## src/rtl/lineirq_pkg.sv

```systemverilog
package lineirq_pkg;
  localparam int CNT_W  = 8;
  localparam int DATA_W = 8;
  localparam int PS_W   = 10;
  localparam int HALF_W = CNT_W / 2;

  typedef enum logic [1:0] {
    SLOT_LATCH_LO = 2'd0,
    SLOT_LATCH_HI = 2'd1,
    SLOT_CTRL     = 2'd2,
    SLOT_ACK      = 2'd3
  } slot_e;

  typedef enum logic {
    MODE_LINE  = 1'b0,
    MODE_CYCLE = 1'b1
  } mode_e;
endpackage

```

## src/rtl/lineirq_regs.sv

```systemverilog
module lineirq_regs
  import lineirq_pkg::*;
(
  input  logic              clk,
  input  logic              rst,
  input  logic              wr_en,
  input  logic [1:0]        wr_sel,
  input  logic [DATA_W-1:0] wr_data,
  output logic [CNT_W-1:0]  latch_q,
  output mode_e             mode_q,
  output logic              en_q,
  output logic              ctrl_wr,
  output logic              ack_wr,
  output logic              arm
);
  logic saved_ack_q;

  assign ctrl_wr = wr_en && (slot_e'(wr_sel) == SLOT_CTRL);
  assign ack_wr  = wr_en && (slot_e'(wr_sel) == SLOT_ACK);
  assign arm     = ctrl_wr && wr_data[1];

  always_ff @(posedge clk) begin
    if (rst) begin
      latch_q     <= '0;
      mode_q      <= MODE_LINE;
      en_q        <= 1'b0;
      saved_ack_q <= 1'b0;
    end else if (wr_en) begin
      unique case (slot_e'(wr_sel))
        SLOT_LATCH_LO: latch_q[HALF_W-1:0]     <= wr_data[HALF_W-1:0];
        SLOT_LATCH_HI: latch_q[CNT_W-1:HALF_W] <= wr_data[HALF_W-1:0];
        SLOT_CTRL: begin
          mode_q      <= mode_e'(wr_data[2]);
          en_q        <= wr_data[1];
          saved_ack_q <= wr_data[0];
        end
        SLOT_ACK: en_q <= saved_ack_q;
        default: ;
      endcase
    end
  end
endmodule

```

## src/rtl/lineirq_prescaler.sv

```systemverilog
module lineirq_prescaler
  import lineirq_pkg::*;
#(
  parameter int STEP   = 3,
  parameter int PERIOD = 341
) (
  input  logic                   clk,
  input  logic                   rst,
  input  logic                   preset,
  input  logic                   run,
  output logic                   tick,
  output logic signed [PS_W-1:0] ps_q
);
  localparam logic signed [PS_W-1:0] STEP_V   = PS_W'(STEP);
  localparam logic signed [PS_W-1:0] PERIOD_V = PS_W'(PERIOD);

  logic signed [PS_W-1:0] diff;

  assign diff = ps_q - STEP_V;
  assign tick = run && (diff <= 0);

  always_ff @(posedge clk) begin
    if (rst)         ps_q <= '0;
    else if (preset) ps_q <= PERIOD_V;
    else if (run)    ps_q <= (diff <= 0) ? diff + PERIOD_V : diff;
  end
endmodule

```

## src/rtl/lineirq_counter.sv

```systemverilog
module lineirq_counter
  import lineirq_pkg::*;
(
  input  logic             clk,
  input  logic             rst,
  input  logic             load,
  input  logic             tick,
  input  logic [CNT_W-1:0] latch,
  output logic [CNT_W-1:0] cnt_q,
  output logic             wrap
);
  assign wrap = tick && (cnt_q == {CNT_W{1'b1}});

  always_ff @(posedge clk) begin
    if (rst)       cnt_q <= '0;
    else if (load) cnt_q <= latch;
    else if (wrap) cnt_q <= latch;
    else if (tick) cnt_q <= cnt_q + 1'b1;
  end
endmodule

```

## src/rtl/lineirq_gen.sv

```systemverilog
module lineirq_gen
  import lineirq_pkg::*;
#(
  parameter int STEP   = 3,
  parameter int PERIOD = 341
) (
  input  logic              clk,
  input  logic              rst,
  input  logic              cyc_en,
  input  logic              wr_en,
  input  logic [1:0]        wr_sel,
  input  logic [DATA_W-1:0] wr_data,
  output logic              irq
);
  logic [CNT_W-1:0]       latch_w;
  logic [CNT_W-1:0]       count_w;
  logic signed [PS_W-1:0] ps_w;
  mode_e                  mode_w;
  logic                   en_w;
  logic                   ctrl_wr, ack_wr, arm;
  logic                   counting, line_tick, tick, wrap;

  lineirq_regs u_regs (
    .clk(clk), .rst(rst), .wr_en(wr_en), .wr_sel(wr_sel), .wr_data(wr_data),
    .latch_q(latch_w), .mode_q(mode_w), .en_q(en_w),
    .ctrl_wr(ctrl_wr), .ack_wr(ack_wr), .arm(arm)
  );

  assign counting = cyc_en && en_w && !ctrl_wr && !ack_wr;

  lineirq_prescaler #(.STEP(STEP), .PERIOD(PERIOD)) u_ps (
    .clk(clk), .rst(rst), .preset(arm),
    .run(counting && (mode_w == MODE_LINE)),
    .tick(line_tick), .ps_q(ps_w)
  );

  assign tick = (counting && (mode_w == MODE_CYCLE)) || line_tick;

  lineirq_counter u_cnt (
    .clk(clk), .rst(rst), .load(arm), .tick(tick), .latch(latch_w),
    .cnt_q(count_w), .wrap(wrap)
  );

  always_ff @(posedge clk) begin
    if (rst)                    irq <= 1'b0;
    else if (ctrl_wr || ack_wr) irq <= 1'b0;
    else if (wrap)              irq <= 1'b1;
  end
endmodule

```

## config.mk

```make
export PLATFORM = sky130hd
export DESIGN_NAME = lineirq_gen
export DESIGN_NICKNAME = d
export VERILOG_FILES = /design/src/rtl/lineirq_pkg.sv /design/src/rtl/lineirq_regs.sv /design/src/rtl/lineirq_prescaler.sv /design/src/rtl/lineirq_counter.sv /design/src/rtl/lineirq_gen.sv
export SDC_FILE = /design/constraint.sdc
export NUM_CORES = 1
export LEC_CHECK = 0
export BUFFER_PORTS_ARGS = -buffer_cell sky130_fd_sc_hd__buf_2
export CELL_PAD_IN_SITES_DETAIL_PLACEMENT = 1
export CELL_PAD_IN_SITES_GLOBAL_PLACEMENT = 2
export CORE_MARGIN = 5
export CORE_UTILIZATION = 36
export CTS_CLUSTER_DIAMETER = 120
export DETAILED_ROUTE_END_ITERATION = 10
export GPL_ROUTABILITY_DRIVEN = 0
export PLACE_DENSITY_LB_ADDON = 0.1
export SLEW_MARGIN = 15
export SYNTH_ARGS = -nofsm -noshare
export SYNTH_HDL_FRONTEND = slang
export SYNTH_SLANG_ARGS = --single-unit
```

## constraint.sdc

```tcl
create_clock -name clk -period 3.25 [get_ports clk]
set_input_delay 0.1625 -clock clk [delete_from_list [all_inputs] [get_ports clk]]
set_output_delay 0.1625 -clock clk [all_outputs]
set_load 0.01 [all_outputs]
```

==> key figures <==
Floorplanning
  • Die span in x: 88.1 µm
  • Ports: 15
  • Core area: 5920 µm²
  • Die height: 88.1 µm
  • Die area: 7760 µm²
  • Num rows: 28
  • Starting Density: 37.1%

STA
  • Tcrit/Tclk final: between 80% and 90%
  • Worst slew pin tran: about 860 ps
  • Fin crit period: 2690 ps
  • Fin Clk Skew: 7.02 ps
  • Slew margin rel.: between 40% and 50%
  • Worst setup margin: 563 ps
  • Slew Limit Fails: 0
  • Setup TNS: 0 ps
  • Fmax: about 370 MHz
  • RSZ-0062 raised after global routing: false
  • Setup violations, final: 0
  • Final hold violation count: 0

Worst setup path
  • Crit path required time: 3460 ps
  • Crit path max-delay cell type: dfxtp_1
  • CP Data Arrival Time: 2900 ps
  • Setup Crit Path Kind: reg2reg
  • Crit path capture type: register
  • CP Cell Sequence: ha_1 -> a21boi_0 -> o2111ai_1 -> a21oi_1 -> buf_4 -> o21ai_1 -> or4_1 -> a31oi_1
  • Buf/Inv on CP: 1
  • Crit start category: register
  • CP Max Fanout: 12
  • CP top delay family: compound AO/OA/AOI/OAI gates
  • CP max stage delay: 580 ps

Synthesis
  • Synth async-reset ratio: 0%
  • Yosys top cell by area: dfxtp_1
  • Mean post-synth cell area: 7.65 µm²
  • Mapped Nets: 305
  • Part of the Yosys area used for sequential elements: 27.4%
  • Yosys warning total: 0
  • EDFF count, synth: 0
  • Synthesized area: 2200 µm²
  • Synth top area share: a little over a quarter
  • Syn Inst Count: between 200 and 300
  • Flops & latches, synth: 30
  • Ys flop type: dfxtp_1
  • Yosys cell types: 60
  • Area contributors post-synth: dfxtp_1, mux2i_1, nor2_1

Clock network
  • TritonCTS buffer count: 5
  • TritonCTS clock tree: yes
  • H-tree depth: 2
  • CTS Hold Bufs: 0
  • Worst-Skew Late Latency: 280 ps
  • Root buffer cell: clkbuf_8
  • Maximum root-to-sink buffer count: 2
  • Post-CTS sizing: 0
  • Reg clk slew, reported paths: roughly 60 ps
  • Post-CTS setup buffers: 0
  • CTS sink cnt: 30

Final layout
  • Area growth syn-to-layout: 6.89%
  • Layout cells sized above 1: 9.72%
  • Most frequent cells in the layout: nor2_1, dfxtp_1, nand2_1
  • Fillers: 750
  • NumNets Final: 305
  • Layout Utilization: 39.6%
  • ANT cells: 0

Drt
  • DRT antenna net count: 0
  • 1st-pass router iterations: 4
  • Initial DRC Count: 67
  • Wire per inst: roughly 17 µm
  • Detailed-route DRC error count: 0
  • Vias per inst: 5.79
  • WL final: 6260 µm
  • Vias: 2101

Outcome
  • Status: finished, final reports clean

Global route
  • Initial antenna violation count: 0
  • First-pass GRT wire length: ~11000 µm
  • Global-route usage over all layers: 17.6%
  • Gr ovfl total: 0
  • Vias in the first global route: about 2100
  • Largest net degree at the start of global routing: 25

Place
  • Pre-CTS WS: between 500 and 600 ps
  • Dpl hpwl: 4720 µm
  • IO buf count: 10

Pwr
  • Leakage: approximately 0.91 nW
  • Worst vdd ir: 0.247 mV
  • Pwr dens: 368 nW/µm²

Min path
  • HP Class: in2reg

Flow run
  • Max-cap violations: 0
==> cell families after synthesis <==
logic type | share of synthesized area [%]
AO/OA/AOI/OAI | 29.3
buffers and inverters | 8.26
flip-flops | 27.4
multiplexers | 8.21
adder cells (fa/ha/maj) | 2.28
AND/OR/NAND/NOR | 23.0
XOR/XNOR | 1.60
==> cell usage after synthesis (4+ instances only) <==
master	instances
or3_1	4
inv_1	16
o32ai_1	5
clkbuf_1	12
and3_1	5
a211oi_1	4
o211ai_1	8
dfxtp_1	30
a21oi_1	17
mux2i_1	18
nand2_1	22
a22oi_1	6
ha_1	4
a31oi_1	4
nor2_1	30
nand3_1	12
o21ai_0	14
nor3_1	11
==> stage by stage <==
step	cell area [µm²]	total power (W)	instances	hold WS, ps
final	2350	0.000864	363	128
after global routing	2350	0.000918	363	155
after CTS	2350	0.000877	363	128
after detailed placement	2260	0.000564	355	426
after global placement	2260	0.000564	355	418
after floorplan	2200	0.000524	287	279
==> worst register-to-register path: cells and delay by family, from the launching register on <==
kind | cells | cell delay [ps]
fa+ha+maj | 1 | 300
compound gates | 5 | 1070
flops | 1 | 580
buf+inv | 1 | 230
simple gates | 1 | 450
==> worst paths after layout <==
| path | from | to | slack (ps) | cells past startpoint |
|---|---|---|---|---|
| worst max-delay path | u_ps.ps_q[0] | u_cnt.cnt_q[0] | 560 | 8 |
| worst min-delay path | wr_data[3] | u_regs.latch_q[7] | 130 | 3 |
| worst max register to register | u_ps.ps_q[0] | u_cnt.cnt_q[0] | 560 | 8 |
| worst min register to register | u_regs.saved_ack_q | u_regs.saved_ack_q | 480 | 2 |
==> final cells by class <==
class                   instances  area (µm²)  area share [%]
inverters                      16        60.1            2.56
flip-flops and latches         30         601            25.6
repair buffers                 15        87.6            3.73
clock inverters                 1        5.00           0.213
multi-input cells             219        1410            60.2
well taps                      75        93.8            4.00
clock buffers                   7        86.3            3.68
==> registers in the layout, summed over array words and instances (netlist names) <==
signal and flops:
u_regs.latch_q 8, u_cnt.cnt_q 8, u_ps.ps_q 10, u_regs.en_q 1
u_regs.mode_q 1, u_regs.saved_ack_q 1, irq 1
==> where the power goes <==
part	internal, W	total, W	switching [W]	leakage (nW)
registers	0.000377	0.000391	0.0000134	0.243
logic	0.0000637	0.000165	0.000101	0.623
clock network	0.000170	0.000308	0.000138	0.0482
==> layer usage <==
layer | wire length (µm) | vias to the layer above | track usage, %
met5 | 0 | - | 0
met4 | 80 | 0 | 5.77
li1 | - | 1069 | -
met2 | 3130 | 20 | 30.6
met3 | 88 | 5 | 2.54
met1 | 2960 | 1007 | 22.4
Power figures use the tool's default switching activity.
